<file path="src/rtl/kwd_pkg.sv">
package kwd_pkg;
  localparam int AW = 6;
  localparam int DW = 16;

  // register byte offsets
  localparam logic [AW-1:0] A_FEED = 6'h00;
  localparam logic [AW-1:0] A_TMO  = 6'h04;
  localparam logic [AW-1:0] A_OFF1 = 6'h08;
  localparam logic [AW-1:0] A_OFF2 = 6'h0C;
  localparam logic [AW-1:0] A_STAT = 6'h10;
  localparam logic [AW-1:0] A_CNT  = 6'h14;
  localparam logic [AW-1:0] A_DBG  = 6'h18;
  localparam logic [AW-1:0] A_RES  = 6'h1C;
  localparam logic [AW-1:0] A_EVT  = 6'h20;
  localparam logic [AW-1:0] A_MSK  = 6'h24;
  localparam logic [AW-1:0] A_FRC  = 6'h28;

  // keys and status codes
  localparam logic [DW-1:0] K_FEED    = 16'hFEED;
  localparam logic [DW-1:0] K_OFF1    = 16'h2BAD;
  localparam logic [DW-1:0] K_OFF2    = 16'hCAFE;
  localparam logic [DW-1:0] K_RESUME  = 16'hACED;
  localparam logic [DW-1:0] K_CLRSTAT = 16'hE8B4;
  localparam logic [DW-1:0] V_STOPPED = 16'hDABE;
  localparam logic [DW-1:0] V_FIRED   = 16'hCFE8;

  // a tick at this count value ends the period
  function automatic logic ends_now(input int unsigned c);
    return c <= 1;
  endfunction

  // a tick at this count value is the last one before expiry
  function automatic logic warns_now(input int unsigned c);
    return c == 2;
  endfunction
endpackage

</file>
<file path="src/rtl/kwd_keyguard.sv">
module kwd_keyguard
  import kwd_pkg::*;
(
  input  logic          clk,
  input  logic          rst,
  input  logic          wr_off1,
  input  logic          wr_off2,
  input  logic          wr_res,
  input  logic [DW-1:0] wdata,
  output logic          stopped,
  output logic          armed
);
  always_ff @(posedge clk) begin
    if (rst) begin
      stopped <= 1'b1;
      armed   <= 1'b0;
    end else begin
      if (wr_off1) armed <= (wdata == K_OFF1);
      if (wr_off2) begin
        if (armed && wdata == K_OFF2) stopped <= 1'b1;
        armed <= 1'b0;
      end
      if (wr_res && wdata == K_RESUME) stopped <= 1'b0;
    end
  end

  // shutdown only follows an armed first key
  p_stop_needs_arm_r7: assert property (@(posedge clk) disable iff (rst)
    $rose(stopped) |-> $past(armed));
endmodule

</file>
<file path="src/rtl/kwd_countdown.sv">
module kwd_countdown
  import kwd_pkg::*;
#(
  parameter int CNT_W = 15
) (
  input  logic             clk,
  input  logic             rst,
  input  logic             tick_i,
  input  logic             active_i,
  input  logic             load_i,
  input  logic [CNT_W-1:0] tmo_i,
  output logic [CNT_W-1:0] cnt_o,
  output logic [CNT_W-1:0] cnt_seen_o,
  output logic             warn_o,
  output logic             expire_o,
  output logic             sys_rst_o
);
  logic step;
  assign step     = tick_i && active_i;
  assign warn_o   = step && warns_now(32'(cnt_o));
  assign expire_o = step && ends_now(32'(cnt_o));

  always_ff @(posedge clk) begin
    if (rst) begin
      cnt_o      <= '0;
      cnt_seen_o <= '0;
      sys_rst_o  <= 1'b0;
    end else begin
      cnt_seen_o <= cnt_o;
      sys_rst_o  <= expire_o;
      if (load_i || expire_o) cnt_o <= tmo_i;
      else if (step)          cnt_o <= cnt_o - 1'b1;
    end
  end

  // reset output is a single-cycle pulse
  p_rst_pulse_r4: assert property (@(posedge clk) disable iff (rst)
    sys_rst_o |=> !sys_rst_o);
  // expiry reloads from the timeout value
  p_reload_r4: assert property (@(posedge clk) disable iff (rst)
    sys_rst_o |-> cnt_o == $past(tmo_i));
  // count moves only on a load or a tick
  p_hold_r3: assert property (@(posedge clk) disable iff (rst)
    (!$past(tick_i) && !$past(load_i)) |-> $stable(cnt_o));
endmodule

</file>
<file path="src/rtl/keyed_watchdog.sv">
module keyed_watchdog
  import kwd_pkg::*;
#(
  parameter int               CNT_W   = 15,
  parameter logic [CNT_W-1:0] TMO_RST = 15'd6000
) (
  input  logic          clk,
  input  logic          rst,
  input  logic          tick_en,
  input  logic          dbg_mode,
  input  logic          bus_wr,
  input  logic [AW-1:0] bus_addr,
  input  logic [DW-1:0] bus_wdata,
  output logic [DW-1:0] bus_rdata,
  output logic          irq,
  output logic          sys_rst
);
  localparam int PAD = DW - CNT_W;

  logic [CNT_W-1:0] tmo_q, cnt, cnt_seen;
  logic status_q, evt_q, msk_q, frc_q, keep_q, running_q;
  logic stopped, armed, warn, expire, feed_ok, active, clr_status;

  function automatic logic hit(input logic [AW-1:0] a);
    return bus_wr && bus_addr == a;
  endfunction

  assign feed_ok    = hit(A_FEED) && bus_wdata == K_FEED && !stopped;
  assign clr_status = hit(A_STAT) && bus_wdata == K_CLRSTAT;
  assign active     = running_q && !stopped && (!dbg_mode || keep_q);

  kwd_keyguard u_guard (
    .clk(clk), .rst(rst),
    .wr_off1(hit(A_OFF1)), .wr_off2(hit(A_OFF2)), .wr_res(hit(A_RES)),
    .wdata(bus_wdata), .stopped(stopped), .armed(armed)
  );

  kwd_countdown #(.CNT_W(CNT_W)) u_count (
    .clk(clk), .rst(rst), .tick_i(tick_en), .active_i(active),
    .load_i(feed_ok), .tmo_i(tmo_q), .cnt_o(cnt), .cnt_seen_o(cnt_seen),
    .warn_o(warn), .expire_o(expire), .sys_rst_o(sys_rst)
  );

  always_ff @(posedge clk) begin
    if (rst) begin
      tmo_q     <= TMO_RST;
      status_q  <= 1'b0;
      evt_q     <= 1'b0;
      msk_q     <= 1'b0;
      frc_q     <= 1'b0;
      keep_q    <= 1'b0;
      running_q <= 1'b0;
    end else begin
      if (hit(A_TMO)) tmo_q  <= bus_wdata[CNT_W-1:0];
      if (hit(A_MSK)) msk_q  <= bus_wdata[0];
      if (hit(A_FRC)) frc_q  <= bus_wdata[0];
      if (hit(A_DBG)) keep_q <= bus_wdata[0];
      if (expire)          status_q <= 1'b1;
      else if (clr_status) status_q <= 1'b0;
      if (warn || frc_q)                    evt_q <= 1'b1;
      else if (hit(A_EVT) && bus_wdata[0])  evt_q <= 1'b0;
      if (stopped)      running_q <= 1'b0;
      else if (feed_ok) running_q <= 1'b1;
    end
  end

  assign irq = evt_q && msk_q;

  always_comb begin
    bus_rdata = '0;
    case (bus_addr)
      A_TMO:  bus_rdata = {{PAD{1'b0}}, tmo_q};
      A_OFF2: bus_rdata = stopped ? V_STOPPED : '0;
      A_STAT: bus_rdata = status_q ? V_FIRED : '0;
      A_CNT:  bus_rdata = {(cnt_seen != cnt), {(PAD-1){1'b0}}, cnt_seen};
      A_DBG:  bus_rdata = {{(DW-2){1'b0}}, dbg_mode, keep_q};
      A_EVT:  bus_rdata = {{(DW-1){1'b0}}, evt_q};
      A_MSK:  bus_rdata = {{(DW-1){1'b0}}, msk_q};
      A_FRC:  bus_rdata = {{(DW-1){1'b0}}, frc_q};
      default: bus_rdata = '0;
    endcase
  end

  // timeout status stays set until the clear key
  p_status_sticky_r5: assert property (@(posedge clk) disable iff (rst)
    ($past(status_q) && !$past(clr_status)) |-> status_q);
  // the last tick before expiry latches the event
  p_warn_evt_r9: assert property (@(posedge clk) disable iff (rst)
    warn |=> evt_q);
  // a stopped timer neither counts nor fires
  p_quiet_when_stopped_r6: assert property (@(posedge clk) disable iff (rst)
    stopped |-> !expire);
endmodule

</file>
<file path="config.mk">
export PLATFORM = sky130hd
export DESIGN_NAME = keyed_watchdog
export DESIGN_NICKNAME = d
export VERILOG_FILES = /design/src/rtl/kwd_pkg.sv /design/src/rtl/kwd_keyguard.sv /design/src/rtl/kwd_countdown.sv /design/src/rtl/keyed_watchdog.sv
export SDC_FILE = /design/constraint.sdc
export NUM_CORES = 1
export LEC_CHECK = 0
export ABC_AREA = 1
export BUFFER_PORTS_ARGS = -buffer_cell sky130_fd_sc_hd__buf_4
export CAP_MARGIN = 0
export CORE_MARGIN = 1.5
export CORE_UTILIZATION = 29
export CTS_CLUSTER_DIAMETER = 50
export DETAILED_ROUTE_END_ITERATION = 8
export GPL_TIMING_DRIVEN = 0
export SLEW_MARGIN = 10
export SYNTH_ARGS = -nofsm -noshare
export SYNTH_HDL_FRONTEND = slang
export SYNTH_SLANG_ARGS = --single-unit
</file>
<file path="constraint.sdc">
create_clock -name clk -period 4.09 [get_ports clk]
set_input_delay 0.818 -clock clk [delete_from_list [all_inputs] [get_ports clk]]
set_output_delay 0.818 -clock clk [all_outputs]
set_load 0.01 [all_outputs]
</file>
* Yosys cells after proc, flatten, opt, wreduce, memory -nomap -nowiden
Cells that the tools add are included.
** Operators by class
- Muxes and demuxes :: 12
- $add $sub $neg :: 1
- Eq/ne operators :: 17
- Order comparisons :: 1
- Reduce and logical (&&, ||, !) cells :: 36
** Operators by type and width (number)
- one-hot mux 16 bit (8 select lines) :: 1
- == test 16 bit, second input constant :: 4
- 2-to-1 mux 16 bit :: 2
- 2-to-1 mux 15 bit :: 2
- == test 6 x 5 -> 1 bit, second input constant :: 4
- logical AND 1 bit :: 22
- == test 6 bit, second input constant :: 3
- == test 16 x 14 -> 1 bit, second input constant :: 1
- == test 15 x 2 -> 1 bit, second input constant :: 1
- less-or-equal comparator 15 x 1 -> 1 bit, second input constant :: 1
- != test 15 bit :: 1
- subtractor 15 x 1 -> 15 bit, second input constant :: 1
- == test 6 x 4 -> 1 bit, second input constant :: 2
- nonzero test 2 bit :: 5
- 2-to-1 mux 1 bit :: 7
- == test 6 x 3 -> 1 bit, second input constant :: 1
- logical NOT 6 bit :: 1
- OR reduction 2 bit :: 2
- logical OR 1 bit :: 3
- logical NOT 1 bit :: 2
- AND reduction 2 bit :: 1
** Storage, ports and cells
- Input port bits :: 27
- Flip-flop bits (word level) :: 54

* Logic depth before layout (Yosys ltp)
Gate-level depths: netlist of the first run.
- Depth after elaboration :: 7
- Gate-level depth with buffers :: 12
- Mapped depth without buffers :: 11

* Hierarchy
A second synthesis of the first run with hierarchy kept.
** Second synthesis, totals
- Cell total of the unflattened synthesis :: 598
- Area total of the unflattened synthesis :: 3549.7 um^2
** By module, submodules not included
- keyed_watchdog :: area each 1692.9 um^2, sequential area each 420.4 um^2, times used 1, cells each 299
- kwd_countdown :: area each 1617.8 um^2, sequential area each 620.6 um^2, times used 1, cells each 252
- kwd_keyguard :: area each 239.0 um^2, sequential area each 40.0 um^2, times used 1, cells each 47

* Worst setup path before layout of the first run
No wires, ideal clock.
- Path type :: in2out
- Start point :: in bus_addr[1]
- End point :: out bus_rdata[11]
- Path buffers :: 1
- Required time :: 3272 ps
- Path slack :: 1428 ps
- Data arrival time :: 1844 ps
- Stages on the path :: 8
- Path through :: nor2_2 nand2_1 nor2_2 inv_2 nor2_4 inv_1 buf_2 o211ai_1
** Between the ends
- Cells in the longest elaborated chain, start to end :: 2
** RTL lines
- start, declared :: line keyed_watchdog.sv:12 : input logic [AW-1:0] bus_addr,
- == test 6 bit, or another cell as far along :: line keyed_watchdog.sv:71 : case (bus_addr)
- one-hot mux 16 bit (8 select lines) * :: line keyed_watchdog.sv:71
- end, declared :: line keyed_watchdog.sv:14 : output logic [DW-1:0] bus_rdata,
Mark *: on every way between the ends. The rest lies on a longest branch, timed or not.

* Worst setup path in the final report of the first run
- Start point :: in bus_addr[1]
- End point :: out bus_rdata[14]
Same word-level chain as after synthesis.

==> results of run 1 <==
[final cells by class]
class                           count  area, µm²  area share, %
Timing Repair Buffer               42        315           8.23
Sequential cell                    54       1080           28.2
Clock inverter                      2       38.8           1.01
Buffer                             15       96.3           2.51
Multi-Input combinational cell    359       1820           47.4
Tap cell                          140        175           4.57
Inverter                           59        226           5.91
Clock buffer                        6       82.6           2.15
[stage by stage]
stage / cell area, µm² / hold slack (ps) / util, % / total power [W]
2_1_floorplan: 3220 / 435 / - / 0.000569
3_3_place_gp: 3710 / 449 / 34.2 / 0.000609
3_5_place_dp: 3710 / 453 / 34.2 / 0.000609
4_1_cts: 3830 / 466 / 35.4 / 0.000996
5_1_grt: 3830 / 481 / 35.4 / 0.00102
6_report: 3830 / 467 / 35.4 / 0.000985
[critical path, stage by stage]
cell      delay, ps
buf_4           110
nor2_2          150
nand3_2         160
nor3b_1         640
nor2_1          360
o211ai_1        180
buf_4           150
[logic make-up after synthesis]
kind of cell	after synthesis	synth area share (%)
buffers and inverters	74	10.0
AND/OR/NAND/NOR	276	39.0
adder cells (fa/ha/maj)	3	1.17
flip-flops	54	33.6
XOR/XNOR	19	5.17
AO/OA/AOI/OAI	61	11.1
[Yosys cell counts, drive strengths merged (2+ instances only)]
library cell / number / share of area, %
o211ai: 11 / 2.6
inv: 57 / 6.6
clkinv: 2 / 0.39
buf: 11 / 2.5
a21oi: 20 / 3.1
nor2: 88 / 12
dfxtp: 54 / 34
o21ai: 22 / 3.4
nor3: 8 / 1.2
nor4: 2 / 0.39
xnor2: 12 / 3.3
xor2: 7 / 1.9
a21boi: 2 / 0.58
clkbuf: 4 / 0.47
nand2: 121 / 16
nand4: 18 / 3.5
ha: 3 / 1.2
a22oi: 4 / 0.93
nand3: 36 / 5.7
[routing by layer]
metal,GRT usage [%],vias up
met5,0,-
met4,5.73,0
met3,2.71,13
met2,27.6,107
met1,25.1,1522
li1,-,1675
[worst paths after layout]
path                              endpoint  cells past startpoint  slack (ps)                     startpoint
max reg2reg  u_count.cnt_o[6]$_SDFFE_PP0P_                     10        2370  u_count.cnt_o[0]$_SDFFE_PP0P_
min                  status_q$_SDFFE_PP0P_                      2         470          status_q$_SDFFE_PP0P_
max                          bus_rdata[14]                      7         700                    bus_addr[1]
min reg2reg          status_q$_SDFFE_PP0P_                      2         470          status_q$_SDFFE_PP0P_
[power groups by stage]
stage                     sequential (W)  combinational (W)  clock, W
after floorplan                 0.000539          0.0000299         0
after global placement          0.000539          0.0000692         0
after detailed placement        0.000539          0.0000692         0
after CTS                       0.000527          0.0000696  0.000399
after global routing            0.000528          0.0000760  0.000416
final                           0.000527          0.0000692  0.000388
==> metrics, run 1 <==
worst hold path type reg -> reg; drt first pass iters 5; Clock Path Buffers 2; mapped cell area 0.00322 mm²; DIE AREA 0.0117 mm²; number of synthesized flops with an enable pin 0; Clock Sinks between 50 and 60; final hold violation count 0; max_slew headroom 51.6%; Synth Flop Type dfxtp_1; area grow syn2layout 19.0%; Place WS 714 ps; CP Launch Type primary input; Remaining Overflow, GRT 0; vias per cell 4.90; vias in the first global route about 3.2k; GPL Wtd Cong 0.887; Clk Latency, worst-skew pair 320 ps; # IOs 45; largest net degree at the start of global routing 18; Syn Nets about 520; clk_skew ~16 ps; placed cells 669; DRC Markers 0; WL met1 4770 µm; maxcap violations 0; synthesized instance count 487; Flop pwr share a little over half; fraction of layout cells with a size suffix above 1 around 17%; outcome complete, no violations; CTS tree built; nets 566; endpoint class of the critical path primary output; final WL ~10000 µm; Filler cells about 1.2k; Mean Syn Cell Area 6.61 µm²; sequential element share of the synthesized area 33.6%; first-pass GRT wire length 16,200 µm; diode count 0; antenna viol nets, final 0; Final Setup Violations 0; kind of critical path in -> out; die span in y 108 µm; peak fanout along the critical path 7; Worst-Margin Slew ~720 ps; Top Registers tmo_q: 15 flops, u_count.cnt_o: 15 flops, u_count.cnt_seen_o: 15 flops; RSZ-0062 raised after global routing false; final critical-path required period 3390 ps; Clk pwr share 39.4%; VDD IR-drop max approximately 0.15 mV; most common cell after layout, fill and taps aside nand2_1; total number of vias 3,317; met2 wirelength from detailed routing approximately 4300 µm; hold buffers post-CTS 0; clk root buf clkbuf_8; Post-CTS Setup Bufs 0; met3 WL 631 µm; most frequent cells in the layout nand2_1, nor2_1, dfxtp_1, inv_1, buf_4; DRT iter0 DRCs 200; initial core utilization a little under 30%; GR Util All Layers between 10% and 20%; Layout Cells excl Fill 677; Power Density 257 mW/mm²; Slew Limit Fails 0; Routed WL per cell ~15 µm; Chip Width 108 µm; Detail Placement HPWL a little under 8000 µm; clock slew at reported path FFs 100 ps; Int Pwr between 0.0007 and 0.0008 W; yosys warns 0; antenna violations before repair 0; Logic pwr share approximately 7%; Tcrit/Tclk final about 83%; Crit path required time ~3300 ps; P_leak ~1.8 nW; P_sw 0.000230 W; setup ws final 698 ps; max frequency roughly 0.29 GHz; fraction of registers with async set/reset 0%; H-Tree Depth 2; clock buffer count from CTS 5; Switching Share 23.4%; Max Used Layer met4; Worst EP arrival 2570 ps; register bit total from synthesis 54; count of cell types in the netlist 36; num rows 38; post-cts resize count 0; core area 0.0108 mm²; IO buf count 42; setup_tns 0 ps
Power figures use the tool's default switching activity.
==> inputs of run 2 (changes only) <==
- clock period: 4.09 -> 3.1 ns (I/O delays scaled with it)
==> run 2 against run 1 <==
Global-route usage did not move; clock skew rose by 2.7 ps; clock power rose by 32%; register-to-register slack got worse by 1000 ps; utilization barely moved; first-iteration DRC count fell by 0.50%; cell area rose by 0.13%; largest power group unchanged.
==> metrics, run 2 (synthesis results as in run 1) <==
Power Density 339 mW/mm² (+32%); diode count 0 (unchanged); kind of critical path in -> out; CP max stage cell nor2_1; Worst Path Buf+Inv 2 (unchanged); Crit path required time 2480 ps (-790 ps); clock slew at reported path FFs 100 ps (about the same); CP Launch Type primary input; H-Tree Depth 2 (unchanged); most frequent cells in the layout nand2_1, nor2_1, dfxtp_1, inv_1, buf_4; Reg area 0.00108 mm² (unchanged); worst hold path type reg -> reg; Routed WL per cell 14.6 µm (+0.25%); DRC Markers 0 (unchanged); VDD IR-drop max 0.203 mV (+32%); nets 566 (unchanged); max frequency 0.351 GHz; final critical-path required period 2850 ps; Filler cells 1,222 (+0.16%); Clk pwr share 39.5% (about the same); core area 0.0108 mm² (unchanged); DRT iter0 DRCs 199 (-0.50%); Clk Latency, worst-skew pair 320 ps (about the same); CTS tree built; setup_tns 0 ps (unchanged); Chip Width 108 µm (unchanged); clock buffer count from CTS 5 (unchanged); outcome complete, no violations; Top Registers tmo_q: 15 flops, u_count.cnt_o: 15 flops, u_count.cnt_seen_o: 15 flops; max_slew headroom 56.6% (+5.0 points); vias in the first global route 3,187 (unchanged); hold slack 476 ps (+8.81 ps); endpoint class of the critical path primary output; vias per cell 4.89 (-0.15%); maxcap violations 0 (unchanged); largest net degree at the start of global routing 18 (unchanged); hold buffers post-CTS 0 (unchanged); Post-CTS Setup Bufs 0 (unchanged); Layout Cells excl Fill 677 (unchanged); CP top delay family simple AND/OR/NAND/NOR gates; final hold violation count 0 (unchanged); GPL Wtd Cong 0.887 (unchanged); DIE AREA 0.0117 mm² (unchanged); Worst-Margin Slew 648 ps (-76.3 ps); P_sw 0.000305 W (+32%); Remaining Overflow, GRT 0 (unchanged); # IOs 45 (unchanged); Flop pwr share 53.5% (about the same); Slew Limit Fails 0 (unchanged); CP most frequent cell nor2_1; Int Pwr 0.000995 W (+32%); die span in y 108 µm (unchanged); area grow syn2layout 19.2%; Tcrit/Tclk final 91.9%; GR Util All Layers 17.8% (unchanged); peak fanout along the critical path 7 (unchanged); Clock Sinks 54 (unchanged); Logic pwr share 7.0% (about the same); RSZ-0062 raised after global routing false; first-pass GRT wire length 16,200 µm (unchanged); crit-path cells buf_4, nor2_2, nand2_1, nor2_1, nand3_1, nor2_1, nor2_1, o211ai_1, buf_4; initial core utilization 29.7% (unchanged); Detail Placement HPWL 7850 µm (unchanged); placed cells 669 (unchanged); antenna viol nets, final 0 (unchanged); Switching Share 23.4% (+0.053 points); area of the multi-input gates 0.00182 mm² (+0.28%); IO buf count 42 (unchanged); clk_skew 18.7 ps (+2.71 ps); total number of vias 3,312 (-0.15%); num rows 38 (unchanged); P_leak 1.77 nW (about the same); Final Setup Violations 0 (unchanged); antenna violations before repair 0 (unchanged); Clock Path Buffers 2 (unchanged); clk root buf clkbuf_8; most common cell after layout, fill and taps aside nand2_1; fraction of layout cells with a size suffix above 1 16.8% (+0.19 points); final WL 9900 µm (+0.25%); drt first pass iters 5 (unchanged); Worst EP arrival 2230 ps (-340 ps); max incr delay on CP 390 ps (-250 ps)
run 2: cell counts in the layout (fill, tap and decap cells not counted):
No cell type changed its count.
run 2: layout make-up:
| class | count | area share, % |
|---|---|---|
| plain buffers | 15 | 2.51 |
| clock inverters | 2 | 1.01 |
| inverters | 59 | 5.90 |
| multi-input cells | 359 | 47.5 |
| well taps | 140 | 4.56 |
| repair buffers | 42 | 8.22 |
| flip-flops and latches | 54 | 28.2 |
| clock buffers | 6 | 2.15 |
run 2: repair_timing:
item / 4_1_cts / 5_1_grt
setup endpoints to repair: 0 / 5
resized for setup: 0 / 1
endpoints found under the hold margin: 0 / 0
run 2: metrics by stage:
stage          worst slack (ps)  utilization [%]  total power [W]  cell area (µm²)
5_1_grt                    32.6             35.4          0.00135             3840
2_1_floorplan               834                -         0.000751             3220
3_5_place_dp                120             34.2         0.000803             3710
4_1_cts                     109             35.4          0.00131             3830
6_report                    251             35.4          0.00130             3840
3_3_place_gp                103             34.2         0.000803             3710
run 2: per-layer routing:
layer	global-route usage (%)	routed length, µm
met5	0	0
met4	5.73	180
met3	2.71	641
met2	27.6	4320
met1	25.1	4760
run 2: worst min-delay path, stage by stage (launching register included):
cell and delay (ps):
dfxtp_1 320, nand2_1 70, a21oi_1 50
run 2: path summary, 6_finish.rpt:
check | from | endpoint | slack [ps] | depth (start not counted)
setup / recovery | bus_addr[1] | bus_rdata[14] | 250 | 9
hold / removal | status_q$_SDFFE_PP0P_ | status_q$_SDFFE_PP0P_ | 480 | 2
setup reg to reg | u_count.cnt_o[0]$_SDFFE_PP0P_ | u_count.cnt_o[6]$_SDFFE_PP0P_ | 1370 | 10
hold reg to reg | status_q$_SDFFE_PP0P_ | status_q$_SDFFE_PP0P_ | 480 | 2
run 2: power by group through the flow:
stage / combinational, W / clock (W) / sequential, W
final: 0.0000914 / 0.000513 / 0.000696
after global routing: 0.000100 / 0.000549 / 0.000696
after CTS: 0.0000918 / 0.000526 / 0.000696
after detailed placement: 0.0000913 / 0 / 0.000712
after global placement: 0.0000913 / 0 / 0.000712
after floorplan: 0.0000395 / 0 / 0.000711
==> inputs of run 3 (changes only) <==
- SYNTH_HIERARCHICAL: unset -> 1
==> run 3 against run 2 <==
Sequential power hardly changed; hold slack improved by 2.1 ps; die area rose by 9.9%; routed wire length is 7.2% higher; largest power group unchanged; critical path depth down 1; first-iteration DRC count increased by 25%; critical path type unchanged; utilization down 0.23 points; critical endpoint is now bus_rdata[9]; clock power increased by 9.0%.
==> metrics, run 3 <==
number of synthesized flops with an enable pin 0 (unchanged); post-cts resize count 0 (unchanged); hold buffers post-CTS 0 (unchanged); commonest cells in the synthesized netlist nand2_1, nor2_1, inv_1; area grow syn2layout 18.5%; reg2reg end u_count/cnt_o[9]$_SDFFE_PP0P_; setup ws final 392 ps (+141 ps); Hold Path Origin u_guard/armed$_SDFFE_PP0P_; Place WS 204 ps (+83.5 ps); register bit total from synthesis 54 (unchanged); GPL Wtd Cong 0.877 (-1.1%); Worst-Margin Slew 765 ps (+117 ps); max_slew headroom 48.8% (-7.8 points); GR Layer Usage met2 28.2% (+0.57 points); die span in y 114 µm (+4.8%); H-Tree Depth 2 (unchanged); Tcrit/Tclk final 87.4% (-4.5 points); Layout Cells excl Fill 797 (+18%); max incr delay on CP 620 ps (+230 ps); vias in the first global route 3,372 (+5.8%); initial core utilization 29.7% (-0.033 points); Clk Latency, worst-skew pair 290 ps (-30 ps); DRT iter0 DRCs 249 (+25%); clock buffer count from CTS 5 (unchanged); Slew Limit Fails 0 (unchanged); final critical-path required period 2710 ps (-141 ps); Detail Placement HPWL 8180 µm (+4.2%); Routed WL per cell 13.3 µm (-8.9%); busiest layer in global routing met2; setup_tns 0 ps (unchanged); P_leak 2.14 nW (+20%); num rows 40 (+5.3%); RSZ-0062 raised after global routing false; Remaining Overflow, GRT 0 (unchanged); most common cell after layout, fill and taps aside nand2_1; peak fanout along the critical path 7 (unchanged); final hold violation count 0 (unchanged); clock slew at reported path FFs 70 ps (-30 ps); count of cell types in the netlist 35 (-2.8%); Mean Syn Cell Area 5.94 µm² (-10%); antenna viol nets, final 0 (unchanged); r2r setup slk 810 ps (-560 ps); IO buf count 44 (+4.8%); GR Layer Usage met1 23.7% (-1.4 points); Clock Path Buffers 2 (unchanged); final WL 10,600 µm (+7.2%); Yosys top cell by area dfxtp_1; Worst Hold Depth 2 (unchanged); Top Registers tmo_q: 15 flops, u_count/cnt_o: 15 flops, u_count/cnt_seen_o: 15 flops; hold path endpoint u_guard/armed$_SDFFE_PP0P_; largest net degree at the start of global routing 17 (-1); most frequent cell after synthesis nand2_1; M3 GR Usage 1.70% (-1.0 points); Syn Nets 628 (+21%); clk_skew 4.43 ps (-14.3 ps); DRC Markers 0 (unchanged); kind of critical path in -> out; VDD IR-drop max 0.195 mV (-3.9%); # IOs 45 (unchanged); maxcap violations 0 (unchanged); Final Setup Violations 0 (unchanged); CTS tree built; clk root buf clkbuf_16; Chip Width 114 µm (+4.8%); synthesized instance count 598 (+23%); max frequency 0.369 GHz (+5.2%); DIE AREA 0.0129 mm² (+9.9%); CP Launch Type primary input; vias per cell 4.62 (-5.5%); GR Util All Layers 16.9% (-0.84 points); sequential element share of the synthesized area 30.5% (-3.1 points); fraction of layout cells with a size suffix above 1 14.0% (-2.8 points); hold slack 478 ps (+2.11 ps); placed cells 789 (+18%); diode count 0 (unchanged); Yosys top cell area share 30.5% (-3.1 points); Worst EP arrival 2090 ps (-140 ps); drt first pass iters 5 (unchanged); Crit path required time 2480 ps (about the same); fraction of registers with async set/reset 0% (unchanged); worst hold path type reg -> reg; yosys warns 6 (+6); crit-path cells buf_4, inv_1, nor2_1, nand3_1, inv_1, nor2_1, nand3_1, buf_4; outcome complete, no violations; antenna violations before repair 0 (unchanged); core area 0.0120 mm² (+10%); most frequent cells in the layout nand2_1, nor2_1, inv_1, nand3_1, dfxtp_1; r2r worst-path depth 9 (-1); endpoint class of the critical path primary output; synth top area cells dfxtp_1, nand2_1, nor2_1; CP max stage cell nor2_1; Synth Flop Type dfxtp_1; Power Density 325 mW/mm² (-4.1%); total number of vias 3,685 (+11%); Clock Sinks 54 (unchanged); RR Startpoint u_guard/stopped$_SDFFE_PP1P_; mapped cell area 0.00355 mm² (+10%); nets 679 (+20%); Filler cells 1,347 (+10%); Post-CTS Setup Bufs 0 (unchanged); first-pass GRT wire length 17,100 µm (+5.8%)
-- run 3: through the flow --
step	area [µm²]	power (W)	utilization, %
after detailed placement	4060	0.000824	34.0
after floorplan	3550	0.000761	-
after CTS	4210	0.00138	35.2
after global placement	4060	0.000824	34.0
final	4210	0.00137	35.2
after global routing	4210	0.00142	35.2
-- run 3: metal layers --
| layer | wire [µm] | share of wire [%] | up-vias |
|---|---|---|---|
| li1 | - | - | 1939 |
| met1 | 5070 | 48 | 1648 |
| met2 | 4920 | 46 | 93 |
| met3 | 543 | 5.1 | 5 |
| met4 | 82 | 0.77 | 0 |
| met5 | 0 | 0 | - |
-- run 3: critical path: cells and delay by family --
family        cells  cell delay, ps
simple gates      4             930
buf+inv           4             530
-- run 3: how the worst max path moves through the flow --
stage | from | endpoint | cells after the start
2_1_floorplan | bus_wr | u_count/cnt_o[7]$_SDFFE_PP0P_ | 11
3_3_place_gp | bus_wr | u_count/cnt_o[9]$_SDFFE_PP0P_ | 12
3_5_place_dp | bus_wr | u_count/cnt_o[9]$_SDFFE_PP0P_ | 12
4_1_cts | bus_addr[1] | bus_rdata[10] | 7
5_1_grt | bus_wr | u_count/cnt_o[7]$_SDFFE_PP0P_ | 12
6_report | bus_addr[2] | bus_rdata[9] | 8
-- run 3: area by class of cell --
cell class                 count  area (µm²)  share of cell area [%]
multi-input combinational    430        2000                    47.5
sequential                    54        1080                    25.7
inverter                      99         373                    8.86
timing repair buffer          44         330                    7.85
tap                          147         184                    4.37
clock buffer                   6         129                    3.06
buffer                        15        97.6                    2.32
clock inverter                 2        13.8                   0.327
-- run 3: cells by family (layout without fill, tap and decap cells) --
logic type,count (synthesis),after routing,synth area share (%)
flip-flops,54,54,30.5
AO/OA/AOI/OAI,47,47,8.57
adder cells (fa/ha/maj),3,3,1.06
buffers and inverters,114,166,13.3
XOR/XNOR,7,7,1.73
AND/OR/NAND/NOR,373,373,44.9
-- run 3: report_power, final --
| part | internal (W) | total (W) | switching, W |
|---|---|---|---|
| registers | 0.000695 | 0.000696 | 0.00000174 |
| clock network | 0.000300 | 0.000559 | 0.000259 |
| logic | 0.0000410 | 0.000111 | 0.0000703 |
